`config.mk`:
```
export PLATFORM = sky130hd
export DESIGN_NAME = rsz_coef_calc
export DESIGN_NICKNAME = d
export VERILOG_FILES = /design/src/rtl/rsz_coef_calc.sv
export SDC_FILE = /design/constraint.sdc
export NUM_CORES = 1
export LEC_CHECK = 0
export BUFFER_PORTS_ARGS = -buffer_cell sky130_fd_sc_hd__clkbuf_2
export CAP_MARGIN = 15
export CORE_MARGIN = 2
export CORE_UTILIZATION = 30
export CTS_BUF_LIST = sky130_fd_sc_hd__clkbuf_16
export CTS_CLUSTER_DIAMETER = 30
export CTS_CLUSTER_SIZE = 28
export DETAILED_ROUTE_END_ITERATION = 10
export GPL_TIMING_DRIVEN = 1
export PLACE_DENSITY = 0.44
export SETUP_SLACK_MARGIN = 0.05
export SYNTH_ARGS = -nofsm -noshare
export SYNTH_HDL_FRONTEND = slang
export SYNTH_SLANG_ARGS = --single-unit
```
`constraint.sdc`:
```
create_clock -name clk -period 7.5 [get_ports clk]
set_input_delay 2.25 -clock clk [delete_from_list [all_inputs] [get_ports clk]]
set_output_delay 2.25 -clock clk [all_outputs]
set_load 0.005 [all_outputs]
```
`src/rtl/rsz_coef_calc.sv`:
```
module rsz_coef_calc #(
  parameter int IN_W    = 13,
  parameter int OUT_W   = 11,
  parameter int MAX_IN  = 4096,
  parameter int MAX_OUT = 1024,
  parameter int FRAC    = 13,
  parameter int COEF_W  = 14
) (
  input  logic                    clk,
  input  logic                    rst_n,
  input  logic                    start,
  input  logic [IN_W-1:0]         v_in,
  input  logic [OUT_W-1:0]        v_out,
  input  logic [IN_W-1:0]         h_in,
  input  logic [OUT_W-1:0]        h_out,
  output logic                    done,
  output logic [2*(COEF_W+2)-1:0] cfg_word,
  output logic                    err,
  output logic                    ovf
);

  localparam int X_W     = IN_W + 4;
  localparam int FIELD_W = COEF_W + 2;
  localparam int NUM_W   = FRAC + $clog2(MAX_OUT);
  localparam int REM_W   = OUT_W + 1;
  localparam int CNT_W   = $clog2(NUM_W + 1);
  localparam logic [X_W-1:0]    LIM_IN  = X_W'(MAX_IN);
  localparam logic [X_W-1:0]    LIM_OUT = X_W'(MAX_OUT);
  localparam logic [X_W-1:0]    ONE_X   = X_W'(1);
  localparam logic [X_W-1:0]    TWO_X   = X_W'(2);
  localparam logic [COEF_W-1:0] SAT     = {COEF_W{1'b1}};

  typedef enum logic [1:0] {S_IDLE, S_LOAD, S_DIV, S_NEXT} state_t;

  state_t               state_q;
  logic                 axis_q;
  logic [IN_W-1:0]      vi_q, hi_q;
  logic [OUT_W-1:0]     vo_q, ho_q;
  logic [1:0]           code_q;
  logic [FIELD_W-1:0]   vfield_q;
  logic                 vsat_q;
  logic [REM_W-1:0]     rem_q, div_q;
  logic [NUM_W-1:0]     quo_q;
  logic [CNT_W-1:0]     cnt_q;

  logic [X_W-1:0] in_x, out_x, t1, t2;
  logic           bad, c1, c2;
  logic [1:0]     code;

  assign in_x  = axis_q ? X_W'(hi_q) : X_W'(vi_q);
  assign out_x = axis_q ? X_W'(ho_q) : X_W'(vo_q);

  assign bad = (in_x > LIM_IN) || (out_x > LIM_OUT) || (out_x < TWO_X) ||
               (in_x == '0) || ((out_x << 3) < in_x);

  assign c1   = (in_x > LIM_OUT) || (in_x >= (out_x << 1));
  assign t1   = c1 ? (in_x >> 1) : in_x;
  assign c2   = c1 && ((t1 > LIM_OUT) || (t1 >= (out_x << 1)));
  assign t2   = c2 ? (t1 >> 1) : t1;
  assign code = {c2, c1 & ~c2};

  logic [REM_W-1:0] shifted;
  logic [REM_W:0]   diff;
  assign shifted = {rem_q[REM_W-2:0], quo_q[NUM_W-1]};
  assign diff    = {1'b0, shifted} - {1'b0, div_q};

  logic              sat;
  logic [COEF_W-1:0] coef;
  assign sat  = |quo_q[NUM_W-1:COEF_W];
  assign coef = sat ? SAT : quo_q[COEF_W-1:0];

  always_ff @(posedge clk or negedge rst_n) begin
    if (!rst_n) begin
      state_q  <= S_IDLE;
      axis_q   <= 1'b0;
      vi_q     <= '0;
      vo_q     <= '0;
      hi_q     <= '0;
      ho_q     <= '0;
      code_q   <= '0;
      vfield_q <= '0;
      vsat_q   <= 1'b0;
      rem_q    <= '0;
      div_q    <= '0;
      quo_q    <= '0;
      cnt_q    <= '0;
      done     <= 1'b0;
      cfg_word <= '0;
      err      <= 1'b0;
      ovf      <= 1'b0;
    end else begin
      done <= 1'b0;
      case (state_q)
        S_IDLE: if (start) begin
          vi_q    <= v_in;
          vo_q    <= v_out;
          hi_q    <= h_in;
          ho_q    <= h_out;
          axis_q  <= 1'b0;
          state_q <= S_LOAD;
        end
        S_LOAD: if (bad) begin
          done    <= 1'b1;
          err     <= 1'b1;
          ovf     <= 1'b0;
          state_q <= S_IDLE;
        end else begin
          rem_q   <= '0;
          quo_q   <= NUM_W'(t2 - ONE_X) << FRAC;
          div_q   <= REM_W'(out_x - ONE_X);
          cnt_q   <= CNT_W'(NUM_W);
          code_q  <= code;
          state_q <= S_DIV;
        end
        S_DIV: begin
          if (!diff[REM_W]) rem_q <= diff[REM_W-1:0];
          else              rem_q <= shifted;
          quo_q <= {quo_q[NUM_W-2:0], ~diff[REM_W]};
          cnt_q <= cnt_q - 1'b1;
          if (cnt_q == CNT_W'(1)) state_q <= S_NEXT;
        end
        S_NEXT: if (!axis_q) begin
          vfield_q <= {code_q, coef};
          vsat_q   <= sat;
          axis_q   <= 1'b1;
          state_q  <= S_LOAD;
        end else begin
          cfg_word <= {vfield_q, code_q, coef};
          ovf      <= vsat_q | sat;
          err      <= 1'b0;
          done     <= 1'b1;
          state_q  <= S_IDLE;
        end
        default: state_q <= S_IDLE;
      endcase
    end
  end

  assert_done_single_R10: assert property (@(posedge clk) disable iff (!rst_n)
    done |=> !done);

  assert_word_kept_on_error_R7: assert property (@(posedge clk) disable iff (!rst_n)
    (done && err) |-> ($stable(cfg_word) && !ovf));

  assert_ovf_needs_sat_field_R5: assert property (@(posedge clk) disable iff (!rst_n)
    (done && ovf) |-> (cfg_word[2*FIELD_W-3 -: COEF_W] == SAT || cfg_word[COEF_W-1:0] == SAT));

  assert_code_in_range_R3: assert property (@(posedge clk) disable iff (!rst_n)
    (done && !err) |-> (cfg_word[2*FIELD_W-1 -: 2] != 2'd3 && cfg_word[FIELD_W-1 -: 2] != 2'd3));

  assert_busy_start_ignored_R9: assert property (@(posedge clk) disable iff (!rst_n)
    (state_q != S_IDLE && start) |=> ($stable(vi_q) && $stable(vo_q) && $stable(hi_q) && $stable(ho_q)));

endmodule

```
==> metrics, run 1 <==
CTS Hold Buffers Added=0; CTS tree=done; RSZ-0062 raised after global routing=no; vias in the first global route=6510; gr usage total=0.146; Rel. slew slack=0.267; #FFs+latches synth=156; maxcap violations=0; crit path launch type=flip-flop; clock power share=0.169; Clock Pin Slew Worst Setup and Hold Paths=70 ps; Syn Inst Count=840; final period utilization=0.894; WP buf/inv=1; via density per instance=4.78; Slew Limit Fails=0; initial core utilization=0.303; CTS buffer count=17; status=finished, final reports clean; port bufs=85; largest net degree at the start of global routing=approximately 100; Leak=4.77 nW; Area Overhead vs Synth=17.3%; critical path endpoint category=flip-flop; final non-filler cell total=1322; Final Hold Vio Count=0; DRT Pass-1 Iters=5; detailed-route wire length=20800 um; Max Freq=149 MHz; most frequent cells in the layout=dfrtp_1 (155), nand2_1 (98), clkbuf_2 (84), mux2_2 (73), nor2_1 (55); critical path's largest stage delay=660 ps; clock tree sinks=~160; num ports=86; most used cell, CP=ha_1; Int Power=between 2 and 3 mW; GR Overflow Total=0; slowest library cell on the worst path=dfrtp_2; final setup violation count=0; Die ar.=30100 um^2; commonest non-fill, non-tap cell in the layout=dfrtp_1; Distinct cells, synth=71; net switching power=between 2 and 2.5 mW; sequential power share=0.280; CTS root buf=clkbuf_16; fin crit period=6700 ps; WL per Instance=15.7 um; ANT cells=0; post-DP HPWL=15000 um; WP data arrival=7020 ps; Sw Ratio=0.444; Die X=174 um; initial antenna violation count=0; DR DRC count=0; HP Class=reg -> reg; maximum clock path buffer count=2; Ys Warns=0; Die H=174 um; pwr/cell area=517 nW/um^2; H-tree Lvls=4; Post-CTS Setup Bufs=0; DR iter-0 viols=357; CTS resizes=0; fin nets=between 1000 and 1500; Worst-Skew Late Latency=430 ps; ys async rst share=1.00; core area=28500 um^2; sequential area share after synthesis=0.453; first-pass GRT wire length=35100 um; vias=~6300; critical path class=reg -> reg; Worst Path Required=7820 ps; Worst Tran Pin Value=around 1100 ps; Inst Count DP=around 1300; setup_tns=0 ps; family with the most delay on the worst path=compound AO/OA/AOI/OAI gates; GPL Wtd Cong=around 0.86; Peak VDD IR=0.000175 V; syn nets=940; Post-synth EDFFs=0; Syn Area/Cell=roughly 10 um^2; synthesized cell area=8620 um^2; part of the power in combinational logic=0.551; Routed Antenna Nets=0; # rows=62; Worst Clk Skew=20.4 ps; Synth Flop Type=dfrtp_1; share of layout cells above drive strength 1=0.260; Max Fanout on Critical Path=19
registers in the layout, indices dropped and copies added (netlist names), named ones only:
name,cells
axis_q,1
cfg_word,32
cnt_q,5
code_q,2
div_q,12
done,1
err,1
hi_q,13
ho_q,11
ovf,1
quo_q,23
rem_q,11
state_q,1
vfield_q,16
vi_q,13
vo_q,11
vsat_q,1
tightest hold or removal path, cell delays in order, from the launching register on:
cell and delay [ps]:
dfrtp_1 340, nand2_1 50, nand2_1 50
cells in the mapped netlist, types with 20 or more instances:
library cell    n  area [um^2]
a21oi_1        36          180
clkbuf_1       27          101
dfrtp_1       156         3900
ha_1           48          601
inv_1          37          139
mux2_2         73          822
mux2i_1        28          280
nand2_1        98          368
nand3_1        33          165
nor2_1         55          206
o21ai_0        35          175
o21ai_1        20          100
xnor2_1        21          184
per-stage QoR:
| step | total power [mW] | setup slack [ps] | cell area, um^2 | hold slack [ps] | utilization |
|---|---|---|---|---|---|
| 6_report | 5.23 | 798 | 10100 | 475 | 0.355 |
| 5_1_grt | 5.74 | 264 | 10100 | 503 | 0.355 |
| 4_1_cts | 5.31 | 798 | 10100 | 484 | 0.355 |
| 3_5_place_dp | 4.39 | 824 | 9510 | 465 | 0.334 |
| 3_3_place_gp | 4.37 | 937 | 9510 | 464 | 0.334 |
| 2_1_floorplan | 3.58 | 1290 | 8620 | 446 | - |
logic make-up after synthesis:
kind of cell | synth area share
compound gates | 0.130
xor+xnor | 0.0284
fa+ha+maj | 0.0720
buf+inv | 0.0405
flops | 0.453
mux | 0.144
simple gates | 0.133
metal layers:
layer  vias to the layer above  global-route usage  wire length, um
met5                         -                   0                0
met4                         0              0.0403              212
met3                        13              0.0263              589
met2                       111               0.236             9890
met1                      3035               0.201            10100
li1                       3165                   -                -
power by group through the flow:
stage	clock [mW]	sequential, mW	combinational (mW)
2_1_floorplan	0	1.39	2.19
3_3_place_gp	0	1.49	2.88
3_5_place_dp	0	1.49	2.90
4_1_cts	0.923	1.47	2.91
5_1_grt	0.955	1.52	3.26
6_report	0.886	1.46	2.88
layout make-up:
type	count	area [um^2]
Tap cell	384	480
Clock buffer	17	425
Sequential cell	156	3910
Clock inverter	15	185
Inverter	42	158
Timing Repair Buffer	105	582
Fill cell	2956	18400
Multi-Input combinational cell	603	4380
final timing paths:
| kind | startpoint | to | cells after the start | slack, ps |
|---|---|---|---|---|
| max | axis_q | quo_q[21] | 25 | 800 |
| min | err | err | 2 | 480 |
| max reg2reg | axis_q | quo_q[21] | 25 | 800 |
| min reg2reg | err | err | 2 | 480 |
| max in group asynchronous | rst_n | axis_q | 2 | 4290 |
| min in group asynchronous | rst_n | rem_q[7] | 1 | 1910 |
Power figures use the tool's default switching activity.
==> run 2: changes to the inputs <==
--- a/config.mk
+++ b/config.mk
@@ -5,7 +5,8 @@
 export SDC_FILE = /design/constraint.sdc
 export NUM_CORES = 1
 export LEC_CHECK = 0
-export BUFFER_PORTS_ARGS = -buffer_cell sky130_fd_sc_hd__clkbuf_2
+export ABC_AREA = 0
+export BUFFER_PORTS_ARGS = -buffer_cell sky130_fd_sc_hd__buf_4
 export CAP_MARGIN = 15
 export CORE_MARGIN = 2
 export CORE_UTILIZATION = 30
@@ -15,6 +16,7 @@
 export DETAILED_ROUTE_END_ITERATION = 10
 export GPL_TIMING_DRIVEN = 1
 export PLACE_DENSITY = 0.44
+export RECOVER_POWER = 50
 export SETUP_SLACK_MARGIN = 0.05
 export SYNTH_ARGS = -nofsm -noshare
 export SYNTH_HDL_FRONTEND = slang
==> run 2 against run 1 <==
The flow now finishes with violations (capacitance limit, slew limit); total power increased by 1.6%; critical path depth unchanged; combinational power increased by 2%; cell count decreased by 0.15%; wire length rose by 4.7%; utilization up 0.63 points; critical path type unchanged; critical endpoint unchanged.
==> metrics, run 2 (synthesized netlist as in run 1, its figures left out) <==
ANT cells=0; CTS Hold Buffers Added=0; Routed Antenna Nets=0; Sw Ratio=0.444; DR iter-0 viols=313; fin crit period=6790 ps; failing checks=capacitance limit, slew limit; HP Class=reg -> reg; clock power share=0.167; Worst Tran Pin Value=about 3600 ps; net switching power=2.36 mW; Worst Path Required=7800 ps; vias in the first global route=6544; GPL Wtd Cong=just over 0.9; Top reg by flops=cfg_word; Area Overhead vs Synth=19.4%; Largest register FFs=32; final non-filler cell total=1320; crit path launch type=flip-flop; Peak VDD IR=0.000200 V; Die H=174 um; Inst Count DP=~1300; GR Overflow Total=0; status=finished with violations; # rows=62; final period utilization=0.905; clock tree sinks=156; RSZ-0062 raised after global routing=no; WL per Instance=16.5 um; fin nets=1023; via density per instance=4.83; Design Power=5.31 mW; Int Power=2.95 mW; maxcap violations=3; Worst-Skew Late Latency=around 430 ps; Die ar.=30100 um^2; final setup violation count=0; core area=28500 um^2; DR DRC count=0; CTS tree=done; Final Hold Vio Count=0; Die X=174 um; first-pass GRT wire length=35800 um; num ports=86; Min Hold Slack=approximately 480 ps; critical path endpoint category=flip-flop; Clock Pin Slew Worst Setup and Hold Paths=about 70 ps; share of layout cells above drive strength 1=0.253; CTS root buf=clkbuf_16; H-tree Lvls=4; CTS buffer count=17; Max Freq=147 MHz; initial core utilization=0.303; largest registers=cfg_word x32, quo_q x23, vfield_q x16; Leak=4.81 nW; most frequent cells in the layout=dfrtp_1 (155), nand2_1 (98), buf_4 (96), mux2_2 (73), nor2_1 (55); sequential power share=0.277; DRT Pass-1 Iters=4; R2R Path Start=axis_q; CP startpoint=axis_q; Rel. slew slack=-1.37; Slew Limit Fails=approximately 170; commonest non-fill, non-tap cell in the layout=dfrtp_1; gr usage total=0.149; Max Fanout on Critical Path=21; min-delay src=div_q[4]; pwr/cell area=516 nW/um^2; detailed-route wire length=between 20000 and 25000 um; part of the power in combinational logic=0.556; vias=6369; port bufs=85; setup_tns=0 ps; Post-CTS Setup Bufs=0; post-DP HPWL=15600 um; WP data arrival=7090 ps; Core Util, Final=0.362; Worst Clk Skew=roughly 20 ps; initial antenna violation count=0; critical path class=reg -> reg; largest net degree at the start of global routing=63; maximum clock path buffer count=2
run 2: changes by cell type in the layout (fill, tap and decap cells not counted), moves of 2 or more:
| cell | delta |
|---|---|
| inv_12 | -2 |
| buf_4 | +76 |
| clkbuf_1 | +4 |
| clkbuf_2 | -82 |
| clkinv_8 | +2 |
run 2: worst max-delay path, cell delays in order (launching register included):
cell and delay, ps:
dfrtp_2 720, buf_12 250, mux2i_1 400, inv_1 240, ha_1 350, a21o_1 160, a311o_1 400, a221o_1 460
buf_4 250, nor2_1 160, nor2_1 60, ha_1 300, nand4_1 120, nor2_1 60, a221oi_2 240, o21ai_1 100
a211oi_1 350, mux2_1 400, o21ai_1 130, ha_1 250, nand2_1 100, nor2_1 280, nand4_1 160, mux2i_1 150
and3_1 190, o41a_1 360
run 2: layout make-up:
class                      count  area (um^2)
clock buffer                  17          425
clock inverter                15          188
fill                        2941        18200
inverter                      42          158
multi-input combinational    603         4380
sequential                   156         3910
tap                          384          480
timing repair buffer         103          766
run 2: path summary, 6_finish.rpt:
path | endpoint | depth (start not counted) | slack [ps]
max reg2reg | quo_q[21] | 25 | 710
max | quo_q[21] | 25 | 710
min | div_q[4] | 1 | 480
min in group asynchronous | rem_q[6] | 1 | 3030
max in group asynchronous | quo_q[3] | 2 | 1720
min reg2reg | div_q[4] | 1 | 480
run 2: metrics by stage:
stage	area, um^2	worst slack [ps]
after floorplan	8620	1290
after global placement	9720	887
after detailed placement	9720	699
after CTS	10300	688
after global routing	10300	87.3
final	10300	709
run 2: repair_timing:
item	CTS	global route
resized for setup	0	1
endpoints found under the setup margin	0	1
hold endpoints to repair	0	0
run 2: power by group through the flow:
stage | logic, mW | clock network, mW | registers [mW]
finish | 2.95 | 0.887 | 1.47
floorplan | 2.19 | 0 | 1.39
global placement | 2.95 | 0 | 1.50
CTS | 2.97 | 0.919 | 1.48
detailed placement | 2.96 | 0 | 1.50
global route | 3.33 | 0.954 | 1.53
run 2: layer usage:
metal	vias up	track usage	wire, um
li1	3156	-	-
met1	3102	0.207	10700
met2	99	0.243	10200
met3	12	0.0241	619
met4	0	0.0374	179
met5	-	0	0
